<file path="src/rtl/hec_pkg.sv">
package hec_pkg;

  localparam int BYTE_W = 8;

  typedef struct packed {
    logic ins;
    logic coset;
  } cell_cfg_t;

  // One CRC-8 update over a full byte, most significant bit first.
  function automatic logic [BYTE_W-1:0] crc8_step(input logic [BYTE_W-1:0] res,
                                                   input logic [BYTE_W-1:0] din,
                                                   input logic [BYTE_W-1:0] poly);
    logic [BYTE_W-1:0] r;
    r = res;
    for (int i = BYTE_W - 1; i >= 0; i--) begin
      if (r[BYTE_W-1] ^ din[i]) r = (r << 1) ^ poly;
      else                      r = r << 1;
    end
    return r;
  endfunction

endpackage

</file>
<file path="src/rtl/hec_pos_counter.sv">
module hec_pos_counter #(
  parameter int CELL_BYTES = 53,
  localparam int PW = $clog2(CELL_BYTES)
) (
  input  logic          clk,
  input  logic          rst,
  input  logic          adv,
  output logic [PW-1:0] pos
);
  localparam logic [PW-1:0] LAST = PW'(CELL_BYTES - 1);

  always_ff @(posedge clk) begin
    if (rst)            pos <= '0;
    else if (adv) begin
      if (pos == LAST)  pos <= '0;
      else              pos <= pos + 1'b1;
    end
  end
endmodule

</file>
<file path="src/rtl/hec_crc_unit.sv">
module hec_crc_unit
  import hec_pkg::*;
#(
  parameter logic [BYTE_W-1:0] POLY = 8'h07
) (
  input  logic              clk,
  input  logic              rst,
  input  logic              upd,
  input  logic              first,
  input  logic [BYTE_W-1:0] din,
  output logic [BYTE_W-1:0] residue
);
  logic [BYTE_W-1:0] seed;

  // The first header byte starts from zero, so no cell inherits state.
  assign seed = first ? '0 : residue;

  always_ff @(posedge clk) begin
    if (rst)      residue <= '0;
    else if (upd) residue <= crc8_step(seed, din, POLY);
  end
endmodule

</file>
<file path="src/rtl/hec_cell_cfg.sv">
module hec_cell_cfg
  import hec_pkg::*;
(
  input  logic      clk,
  input  logic      rst,
  input  logic      capture,
  input  cell_cfg_t cfg_in,
  output cell_cfg_t cfg_out
);
  always_ff @(posedge clk) begin
    if (rst)          cfg_out <= '0;
    else if (capture) cfg_out <= cfg_in;
  end
endmodule

</file>
<file path="src/rtl/hec_inserter.sv">
module hec_inserter
  import hec_pkg::*;
#(
  parameter int                HDR_BYTES     = 4,
  parameter int                PAYLOAD_BYTES = 48,
  parameter logic [BYTE_W-1:0] POLY          = 8'h07,
  parameter logic [BYTE_W-1:0] COSET_PAT     = 8'h55
) (
  input  logic              clk,
  input  logic              rst,
  input  logic              hec_en,
  input  logic              coset_en,
  input  logic [BYTE_W-1:0] in_data,
  input  logic              in_valid,
  output logic              in_ready,
  output logic [BYTE_W-1:0] out_data,
  output logic              out_valid,
  input  logic              out_ready,
  output logic              out_soc
);
  localparam int CELL_OUT = HDR_BYTES + 1 + PAYLOAD_BYTES;
  localparam int PW       = $clog2(CELL_OUT);
  localparam logic [PW-1:0] SLOT_POS = PW'(HDR_BYTES);

  logic [PW-1:0]     pos;
  logic              xfer, slot, at_first, in_header;
  cell_cfg_t         cfg_live, cfg_cell;
  logic [BYTE_W-1:0] residue, hec_byte;

  assign at_first  = (pos == '0);
  assign in_header = (pos < SLOT_POS);
  assign slot      = cfg_cell.ins && (pos == SLOT_POS);

  assign out_valid = slot | in_valid;
  assign in_ready  = out_ready & ~slot;
  assign hec_byte  = residue ^ (cfg_cell.coset ? COSET_PAT : '0);
  assign out_data  = slot ? hec_byte : in_data;
  assign out_soc   = out_valid & at_first;
  assign xfer      = out_valid & out_ready;

  assign cfg_live.ins   = hec_en;
  assign cfg_live.coset = coset_en;

  hec_pos_counter #(.CELL_BYTES(CELL_OUT)) u_pos (
    .clk (clk),
    .rst (rst),
    .adv (xfer),
    .pos (pos)
  );

  hec_cell_cfg u_cfg (
    .clk     (clk),
    .rst     (rst),
    .capture (xfer & at_first),
    .cfg_in  (cfg_live),
    .cfg_out (cfg_cell)
  );

  hec_crc_unit #(.POLY(POLY)) u_crc (
    .clk     (clk),
    .rst     (rst),
    .upd     (xfer & in_header),
    .first   (at_first),
    .din     (in_data),
    .residue (residue)
  );
endmodule

</file>
<file path="config.mk">
export PLATFORM = sky130hd
export DESIGN_NAME = hec_inserter
export DESIGN_NICKNAME = d
export VERILOG_FILES = /design/src/rtl/hec_pkg.sv /design/src/rtl/hec_pos_counter.sv /design/src/rtl/hec_crc_unit.sv /design/src/rtl/hec_cell_cfg.sv /design/src/rtl/hec_inserter.sv
export SDC_FILE = /design/constraint.sdc
export NUM_CORES = 1
export LEC_CHECK = 0
export BUFFER_PORTS_ARGS = -buffer_cell sky130_fd_sc_hd__buf_2
export CAP_MARGIN = 30
export CORE_AREA = 2 2 54 56
export CTS_CLUSTER_SIZE = 16
export DETAILED_ROUTE_END_ITERATION = 6
export DIE_AREA = 0 0 56 58
export GPL_TIMING_DRIVEN = 0
export PLACE_DENSITY = 0.73
export SETUP_SLACK_MARGIN = 0.5
export SLEW_MARGIN = 30
export SYNTH_ARGS = -nofsm -noshare
export SYNTH_HDL_FRONTEND = slang
export SYNTH_SLANG_ARGS = --single-unit
</file>
<file path="constraint.sdc">
create_clock -name clk -period 3.9 [get_ports clk]
set_input_delay 0.585 -clock clk [delete_from_list [all_inputs] [get_ports clk]]
set_output_delay 0.585 -clock clk [all_outputs]
set_load 0.02 [all_outputs]
</file>
==> results of run 1 <==
==> power by group <==
part | internal (mW) | total (mW) | switching, mW
Sequential | 0.175 | 0.189 | 0.0133
Clock | 0.0360 | 0.0928 | 0.0569
Combinational | 0.104 | 0.208 | 0.104
Total | 0.315 | 0.489 | 0.174
==> through the flow <==
| stage | utilization | hold WS (ps) | power, mW | cell area, µm² |
|---|---|---|---|---|
| finish | 0.597 | 480 | 0.489 | 1590 |
| global route | 0.597 | 462 | 0.526 | 1590 |
| CTS | 0.597 | 475 | 0.492 | 1590 |
| detailed placement | 0.589 | 517 | 0.399 | 1570 |
| global placement | 0.589 | 501 | 0.391 | 1570 |
| floorplan | - | 478 | 0.354 | 1410 |
==> flip-flops by register name (all words and copies together), names as in the netlist <==
name	cells
u_cfg.cfg_out	2
u_pos.pos	6
u_crc.residue	8
==> placed cells by master (no fill, tap or decap), types with 3 or more instances in the layout <==
cell type  synthesis  final
o21ai_0            6      6
clkbuf_4           0      3
clkbuf_1           3      3
a211o_1            5      5
nand3b_1           3      3
xor2_1             5      5
nor3b_1            6      6
and2b_2            4      4
a21oi_1            4      4
xnor2_1           25     25
nand3_1            9      9
mux2_2             4      4
buf_2              0     23
dfxtp_1           16     16
a31oi_1            6      6
clkbuf_8           4      4
or3_1              5      5
nand2_1           15     15
inv_1              3      3
o31ai_1            5      5
nor2_1            11     11
==> worst paths after layout <==
kind / from / cells after the start / end / slack (ps)
setup / recovery: u_pos.pos[0] / 7 / out_data[5] / 900
hold / removal: rst / 2 / u_crc.residue[1] / 480
setup reg to reg: u_pos.pos[0] / 7 / u_cfg.cfg_out[0] / 1820
hold reg to reg: u_crc.residue[3] / 2 / u_crc.residue[3] / 530
==> synthesized netlist by cell type, drive strengths merged, types with 6 or more instances <==
master	instances
clkbuf	8
nand2	15
nand3	9
o21ai	6
nor2	11
dfxtp	16
a31oi	6
xnor2	25
nor3b	6
==> logic make-up after synthesis <==
kind of cell               Yosys count
AOI/OAI and AO/OA                   29
adders and majority gates            2
DFF                                 16
muxes                                6
buffers and inverters               13
and+or+nand+nor                     64
xor gates and xnor gates            33
==> final cells by class <==
class / count / area, µm²
fill: 246 / 1070
timing repair buffer: 23 / 115
tap: 31 / 38.8
buffer: 10 / 92.6
inverter: 3 / 11.3
sequential: 16 / 320
multi-input combinational: 134 / 990
clock buffer: 3 / 22.5
==> layer usage <==
layer | vias to the layer above | GRT usage
met4 | 0 | 0.0816
met1 | 589 | 0.288
met3 | 6 | 0.0446
li1 | 630 | -
met2 | 33 | 0.366
met5 | - | 0
==> flow_summary.json, run 1 <==
{
  "post-place-ws_ps": 1220,
  "top_layer": "met4",
  "initial_core_util": 0.531,
  "max_freq_mhz": 334,
  "synthMuxAreaShare": 0.0460,
  "tightestPinTransition_ps": 516,
  "grt_max_degree": 11,
  "cts.sinks": 16,
  "cp-end-kind": "output pin",
  "finClkSkew_ps": 11.0,
  "die_h_um": 58,
  "slew-limit-headroom": 0.654,
  "status": "complete, no violations",
  "drt_iter0_markers": 31,
  "hold_viol": 0,
  "yosys_warnings": 0,
  "synth-simple-area-share": 0.262,
  "ys_top_cells_by_area": "dfxtp_1 23%, xnor2_1 15%, nand2_1 4.0%",
  "cts_buffers": 3,
  "cellPowerDensity_nw_per_um2": 308,
  "row_count": 19,
  "synthAdderAreaFrac": 0.0177,
  "synthArstFlopShare": 0,
  "worst_slack_ps": 904,
  "synth_cells": 163,
  "cts_tree": "built",
  "firstDrtPassIters": 4,
  "period_share": 0.768,
  "wl_met2_mm": 1.54,
  "cts_resized": 0,
  "track_usage": 0.221,
  "postRouteAntennaNets": 0,
  "grt_pass1_wl_mm": 5.67,
  "clk_pin_slew_ps": 100,
  "hold_path_class": "input port to register",
  "p_leak_nw": 0.642,
  "stdcell_count": 220,
  "coreArea_um2": 2660,
  "antenna_cells": 0,
  "met3_length_um": 171,
  "rsz0062_at_grt": "false",
  "synth_top_area_frac": 0.227,
  "synth_ff_type": "dfxtp_1",
  "max_stage_delay_ps": 400,
  "critPathSlowestCell": "dfxtp_1",
  "cp_top_family": "buffers and inverters",
  "syn_area_per_cell_um2": 8.67,
  "vias_per_cell": 5.72,
  "yosys.cell_types.count": 38,
  "path_cells": "inv_1 > ha_1 > and3b_1 > nand3_1 > clkbuf_1 > mux2_2 > buf_2",
  "cp_num_buf_inv": 3,
  "area_growth_pct": 12.5,
  "worstPathRequired_ps": 3310,
  "dp_hpwl_mm": 2.48,
  "routedWlPerCell_um": 14.7,
  "synth_edf_count": 0,
  "grt-ovfl-total": 0,
  "place_inst": 217,
  "seq_area_frac_synth": 0.227,
  "final_layout_size_suffix_gt1_frac": 0.243,
  "cp.arrival_ps": 2410,
  "cts_buffer_depth": 2,
  "io_buffer_count": 23,
  "report.final.slew_viol_count": 0,
  "post-cts-setup-buffers": 0,
  "die-area_um2": 3250,
  "path_max_fanout": 10,
  "fin_nets": 207,
  "drv_cap": 0,
  "die_w_um": 56,
  "wl_met1_mm": 1.50,
  "drt_wl_total_mm": 3.24,
  "setup_tns_ps": 0,
  "syn_area_um2": 1410,
  "cts.htree.levels": 1,
  "antenna_found_initial": 0,
  "synth_top_family_by_area": "simple AND/OR/NAND/NOR gates",
  "synth_nets": 179,
  "insertion_delay_ps": 300,
  "vdd_drop_max_mv": 0.218,
  "cts_root_buffer": "clkbuf_4",
  "vias": 1258,
  "synth_compound_area_frac": 0.139,
  "grt_pass1_vias": 1243,
  "gp_congestion": 0.799,
  "ioPinCount": 25,
  "ys_ff_latch": 16,
  "finalSetupViolations": 0,
  "synth_xor_xnor_area_share": 0.235,
  "synth_area_leader_cell": "dfxtp_1",
  "drcViolationCount": 0,
  "crit_type": "register to output pin",
  "start_kind": "register",
  "fin_crit_ps": 3000,
  "cts_hold_buf": 0
}
No activity file was read; power rests on OpenSTA's default activity.
==> run 2, diff against run 1 <==
--- a/config.mk
+++ b/config.mk
@@ -5,14 +5,15 @@
 export SDC_FILE = /design/constraint.sdc
 export NUM_CORES = 1
 export LEC_CHECK = 0
+export ABC_AREA = 1
 export BUFFER_PORTS_ARGS = -buffer_cell sky130_fd_sc_hd__buf_2
 export CAP_MARGIN = 30
-export CORE_AREA = 2 2 54 56
+export CORE_AREA = 2 2 57 59
 export CTS_CLUSTER_SIZE = 16
 export DETAILED_ROUTE_END_ITERATION = 6
-export DIE_AREA = 0 0 56 58
+export DIE_AREA = 0 0 59 61
 export GPL_TIMING_DRIVEN = 0
-export PLACE_DENSITY = 0.73
+export PLACE_DENSITY = 0.68
 export SETUP_SLACK_MARGIN = 0.5
 export SLEW_MARGIN = 30
 export SYNTH_ARGS = -nofsm -noshare
==> constraint.sdc (replaced) <==
create_clock -name clk -period 2.45 [get_ports clk]
set_input_delay 0.3675 -clock clk [delete_from_list [all_inputs] [get_ports clk]]
set_output_delay 0.3675 -clock clk [all_outputs]
set_load 0.02 [all_outputs]
==> run 2 against run 1 <==
  * Final area rose by 14%
  * Combinational power rose by 29%
  * Global-route usage fell by 2.1 points
  * Largest power group is now registers
  * Critical path type unchanged
  * Final cell count rose by 31%
  * Worst setup slack got worse by 460 ps
  * Clock skew fell by 5.9 ps
  * Sequential power rose by 54%
  * Sequential share of layout area fell by 2.3 points
  * Core utilization rose by 1.7 points
  * Total power rose by 43%
==> flow_summary.json, run 2 <==
{
  "critPathSlowestCell": "dfxtp_2",
  "synth_top_area_frac": 0.228,
  "vdd_drop_max_mv": 0.253,
  "crit_type": "register to output pin",
  "drv_cap": 0,
  "fin_crit_ps": 2010,
  "ys_top_cells_by_area": "dfxtp_1 23%, nand2_1 17%, inv_1 9.1%",
  "coreArea_um2": 2950,
  "place_area_um2": 1560,
  "fin_nets": 273,
  "postRouteAntennaNets": 0,
  "hold_path_end": "u_cfg.cfg_out[1]",
  "drt_iter0_markers": 74,
  "worst_slack_ps": 443,
  "period_share": 0.819,
  "hold_start": "hec_en",
  "grt_max_degree": 11,
  "hold_path_class": "input port to register",
  "cts.htree.levels": 1,
  "reg_top3": "u_crc.residue x8, u_pos.pos x6, u_cfg.cfg_out x2",
  "yosys.cell_types.count": 27,
  "vias": 1434,
  "synth_area_leader_cell": "dfxtp_1",
  "synth_nets": 236,
  "ys_ff_latch": 16,
  "mostFrequentLayoutCells": "60 x nand2_1, 31 x inv_1, 24 x nand3_1, 14 x a21oi_1, 14 x dfxtp_1",
  "die_w_um": 59,
  "syn_area_um2": 1410,
  "worstPathRequired_ps": 2080,
  "hold_viol": 0,
  "drcViolationCount": 0,
  "synth_most_common_cell": "nand2_1",
  "seq_power_share": 0.416,
  "cp_top_family": "buffers and inverters",
  "r2r_start": "u_pos.pos[0]",
  "grt_pass1_wl_mm": 5.40,
  "clk_pin_slew_ps": 90,
  "synth_commonest_cells": "64 x nand2_1, 34 x inv_1, 25 x nand3_1, 16 x dfxtp_1, 16 x o21ai_0",
  "synthArstFlopShare": 0,
  "max_stage_delay_ps": 340,
  "p_leak_nw": 0.934,
  "setup_tns_ps": 0,
  "fillers": 278,
  "finalPower_mw": 0.702,
  "synth_ff_type": "dfxtp_1",
  "routedWlPerCell_um": 11.5,
  "insertion_delay_ps": 290,
  "report.final.slew_viol_count": 0,
  "row_count": 20,
  "final_layout_size_suffix_gt1_frac": 0.325,
  "path_cells": "inv_2 > ha_4 > nand2_4 > nor2_4 > nand3_2 > buf_6 > buf_12 > nand2_1 > o21ai_2 > buf_6",
  "gp_congestion": 0.856,
  "regToRegEndpoint": "u_crc.residue[6]",
  "area_growth_pct": 28.9,
  "grt_pass1_vias": 1194,
  "reg2reg_slack_ps": 550,
  "antenna_found_initial": 0,
  "cellPowerDensity_nw_per_um2": 387,
  "ioPinCount": 25,
  "cp.arrival_ps": 1640,
  "cts_buffers": 3,
  "tightestPinTransition_ps": 496,
  "rsz0062_at_grt": "true",
  "cts_root_buffer": "clkbuf_4",
  "p_sw_mw": 0.262,
  "cpMostUsedCell": "buf_6",
  "post-route-cell-area_um2": 1810,
  "status": "complete, no violations",
  "top_register": "u_crc.residue",
  "synth_edf_count": 0,
  "die-area_um2": 3600,
  "power.internal_mw": 0.440,
  "io_buffer_count": 23,
  "cts_buffer_depth": 2,
  "cts_tree": "built",
  "whs_ps": 334,
  "clkPwrFrac": 0.203,
  "path_max_fanout": 8,
  "cts.sinks": 16,
  "post-place-ws_ps": 326,
  "vias_per_cell": 4.98,
  "slew-limit-headroom": 0.669,
  "start_kind": "register",
  "seq_area_frac_synth": 0.228,
  "cp-end-kind": "output pin",
  "finClkSkew_ps": 5.13,
  "initial_core_util": 0.476,
  "firstDrtPassIters": 4,
  "grt-ovfl-total": 0,
  "synth_cells": 220,
  "p_comb_frac": 0.382,
  "max_freq_mhz": 498,
  "r2r_cells": 13,
  "swShare": 0.373,
  "layout_commonest_cell": "nand2_1",
  "yosys_warnings": 0,
  "antenna_cells": 0,
  "cts_hold_buf": 0,
  "track_usage": 0.200,
  "dp_hpwl_mm": 2.36,
  "largest_reg_flops": 8,
  "holdPathStages": 3,
  "syn_area_per_cell_um2": 6.39,
  "drt_wl_total_mm": 3.31,
  "cp_num_buf_inv": 4,
  "finalSetupViolations": 0,
  "die_h_um": 61
}
-- run 2: cell types whose count changed in the layout (fill, tap and decap cells not counted), moves of 8 or more --
cell,delta
nand2_1,+45
a21oi_1,+10
buf_2,-10
nand3_1,+15
buf_4,+10
inv_1,+28
o21ai_2,+8
xnor2_1,-24
nand2_2,+9
-- run 2: worst max-delay path by stage --
stage | depth (start not counted) | to | start | slack (ps)
finish | 10 | out_data[5] | u_pos.pos[0] | 440
global route | 9 | out_data[7] | u_pos.pos[0] | 380
CTS | 9 | out_data[7] | u_pos.pos[1] | 420
detailed placement | 10 | out_data[2] | u_pos.pos[0] | 330
global placement | 10 | out_data[2] | u_pos.pos[0] | 300
floorplan | 8 | out_data[0] | u_pos.pos[0] | 510
-- run 2: logic make-up after synthesis --
| family | Yosys count | share of synthesized area |
|---|---|---|
| adder cells (fa/ha/maj) | 2 | 0.0178 |
| XOR/XNOR | 10 | 0.113 |
| flip-flops | 16 | 0.228 |
| AND/OR/NAND/NOR | 116 | 0.392 |
| buffers and inverters | 42 | 0.126 |
| AO/OA/AOI/OAI | 34 | 0.123 |
-- run 2: layout make-up --
cell class / instances / area (µm²) / area share
Tap cell: 33 / 41.3 / 0.0228
Timing Repair Buffer: 31 / 239 / 0.132
Inverter: 39 / 156 / 0.0863
Multi-Input combinational cell: 162 / 990 / 0.546
Buffer: 3 / 35.0 / 0.0193
Clock buffer: 3 / 22.5 / 0.0124
Timing Repair inverter: 1 / 6.26 / 0.00345
Sequential cell: 16 / 323 / 0.178
-- run 2: worst min-delay path, stage by stage --
cell	delay, ps
buf_2	90
nand3_1	70
a21oi_1	60
-- run 2: per-stage QoR --
step / utilization / std cells
floorplan: - / 220
global placement: 0.529 / 276
detailed placement: 0.529 / 276
CTS: 0.601 / 287
global route: 0.614 / 288
finish: 0.614 / 288
-- run 2: repair_timing --
item | in CTS | in global routing
gates cloned | 1 | 0
resized for setup | 52 | 8
buffers inserted | 7 | 1
setup endpoints to repair | 11 | 11
pin swaps | 3 | 3
-- run 2: power groups by stage --
| stage | Clock [mW] | Combinational (mW) | Sequential (mW) |
|---|---|---|---|
| after global placement | 0 | 0.231 | 0.297 |
| after global routing | 0.160 | 0.297 | 0.294 |
| final | 0.142 | 0.268 | 0.292 |
| after floorplan | 0 | 0.176 | 0.294 |
| after CTS | 0.152 | 0.260 | 0.292 |
| after detailed placement | 0 | 0.233 | 0.297 |
-- run 2: metal layers --
metal | track usage | wire length, µm
met1 | 0.256 | 1480
met2 | 0.343 | 1620
met3 | 0.0299 | 158
met4 | 0.0714 | 51
met5 | 0 | 0
==> run 3, diff against run 2 <==
==> constraint.sdc (replaced) <==
create_clock -name clk -period 1.8 [get_ports clk]
set_input_delay 0.27 -clock clk [delete_from_list [all_inputs] [get_ports clk]]
set_output_delay 0.27 -clock clk [all_outputs]
set_load 0.02 [all_outputs]
==> run 3 against run 2 <==
  * The flow now finishes with violations (negative setup slack)
  * Highest routed layer unchanged
  * Worst setup slack got worse by 590 ps
  * Total power increased by 50%
  * Non-clock buffer count grew 12
  * Critical path depth decreased by 1
==> flow_summary.json, run 3 (synthesis results as in run 2) <==
{
  "antenna_cells": 0,
  "cp_top_family": "buffers and inverters",
  "routedWlPerCell_um": 12.9,
  "cellPowerDensity_nw_per_um2": 483,
  "critPathSlowestCell": "dfxtp_2",
  "top_register": "u_crc.residue",
  "die_h_um": 61,
  "r2r_start": "u_pos.pos[1]",
  "track_usage": 0.235,
  "layout_commonest_cell": "nand2_1",
  "firstDrtPassIters": 4,
  "report.final.slew_viol_count": 0,
  "tightestPinTransition_ps": 497,
  "finalPower_mw": 1.05,
  "grt_pass1_wl_mm": 6.29,
  "cts_tree": "built",
  "max_freq_mhz": 514,
  "period_share": 1.08,
  "max_stage_delay_ps": 340,
  "top_layer": "met4",
  "die_w_um": 59,
  "hold_path_class": "input port to register",
  "p_leak_nw": 1.07,
  "antenna_found_initial": 0,
  "initial_core_util": 0.476,
  "start_kind": "register",
  "finClkSkew_ps": 6.54,
  "cts_root_buffer": "clkbuf_4",
  "p_comb_frac": 0.434,
  "largest_reg_flops": 8,
  "wl_met1_mm": 1.69,
  "finalSetupViolations": 20,
  "dp_hpwl_mm": 2.44,
  "path_max_fanout": 5,
  "insertion_delay_ps": 290,
  "hold_start": "hec_en",
  "drt_iter0_markers": 44,
  "mostFrequentLayoutCells": "58 x nand2_1, 30 x inv_1, 22 x nand3_1, 17 x buf_6",
  "wl_met2_mm": 2.01,
  "slew-limit-headroom": 0.669,
  "cts.htree.levels": 1,
  "p_sw_mw": 0.404,
  "fin_nets": 286,
  "cp_num_buf_inv": 4,
  "cts_buffer_depth": 2,
  "post-route-cell-area_um2": 2170,
  "vdd_drop_max_mv": 0.277,
  "fin_crit_ps": 1950,
  "cp-end-kind": "output pin",
  "path_cells": "inv_2 > ha_4 > nand2_4 > nor2_4 > nand3_4 > buf_12 > buf_16 > o21ai_2 > buf_6",
  "rsz0062_at_grt": "true",
  "grt-ovfl-total": 0,
  "cp.arrival_ps": 1680,
  "vias": 1533,
  "final_layout_size_suffix_gt1_frac": 0.414,
  "area_growth_pct": 54.5,
  "cts.sinks": 16,
  "post-place-ws_ps": -55.8,
  "crit_type": "register to output pin",
  "drv_cap": 0,
  "coreArea_um2": 2950,
  "cts_buffers": 3,
  "row_count": 20,
  "gp_congestion": 0.806,
  "startpoint": "u_pos.pos[1]",
  "status": "complete, but fails checks",
  "die-area_um2": 3600,
  "grt_pass1_vias": 1439,
  "clkPwrFrac": 0.187,
  "place_area_um2": 1690,
  "seq_power_share": 0.379,
  "power.internal_mw": 0.647,
  "worst_slack_ps": -145,
  "reg_top3": "u_crc.residue x8, u_pos.pos x6, u_cfg.cfg_out x2",
  "drcViolationCount": 0,
  "worstPathRequired_ps": 1530,
  "met3_length_um": 154,
  "io_buffer_count": 23,
  "setup_tns_ps": -1840,
  "fillers": 239,
  "postRouteAntennaNets": 0,
  "hold_viol": 0,
  "vias_per_cell": 5.09,
  "ioPinCount": 25,
  "grt_max_degree": 11,
  "drt_wl_total_mm": 3.89,
  "swShare": 0.384,
  "clk_pin_slew_ps": 90,
  "violations": "negative setup slack",
  "cts_hold_buf": 0
}
-- run 3: cell types whose count changed in the layout (fill, tap and decap cells not counted), moves of 2 or more --
cell      change
nand3_4       +3
clkinv_2      -2
o21ai_4       +6
o21ai_0       -4
nand2_1       -2
o21ai_1       -3
nand3_1       -2
nand2_2       -2
buf_16        +2
clkinv_4      +2
buf_6         +9
nand2_4       +4
-- run 3: path summary, 6_finish.rpt --
path                      endpoint  depth (start not counted)  slack [ps]
setup / recovery       out_data[7]                          9        -150
hold reg to reg   u_cfg.cfg_out[1]                          2         520
setup reg to reg  u_crc.residue[6]                         15        -130
hold / removal    u_cfg.cfg_out[1]                          3         250
-- run 3: repair_timing --
action	CTS	global route
buffers inserted	13	5
endpoints found under the setup margin	27	27
resized for setup	58	15
gates cloned	3	1
pin swaps	6	7
-- run 3: metrics by stage --
step / util / cells / hold WS [ps]
after floorplan: - / 220 / 422
after global placement: 0.572 / 276 / 450
after detailed placement: 0.572 / 276 / 463
after CTS: 0.697 / 295 / 234
after global routing: 0.736 / 301 / 263
final: 0.736 / 301 / 251
-- run 3: routing by layer --
metal  track usage  vias to the layer above
met2         0.403                       39
li1              -                      792
met3        0.0341                        4
met1         0.293                      698
met4         0.104                        0
met5             0                        -
-- run 3: cell type report --
class                      instances  area (µm²)  area share
multi-input combinational        163        1150       0.528
timing repair buffer              43         409       0.188
sequential                        16         324       0.149
inverter                          39         169      0.0777
buffer                             3        43.8      0.0201
tap                               33        41.3      0.0190
clock buffer                       3        22.5      0.0104
timing repair inverter             1        16.3     0.00748
-- run 3: power groups by stage --
stage	combinational, mW	sequential [mW]	clock, mW
after CTS	0.425	0.398	0.210
after global routing	0.499	0.402	0.223
after global placement	0.343	0.405	0
after floorplan	0.266	0.401	0
final	0.456	0.398	0.197
after detailed placement	0.346	0.406	0
-- run 3: worst register-to-register path, delay by kind of cell, from the launching register on --
kind	cells	cell delay, ps
AO/OA/AOI/OAI	1	90
adder cells (fa/ha/maj)	1	150
buffers and inverters	6	610
flip-flops	1	340
AND/OR/NAND/NOR	7	640
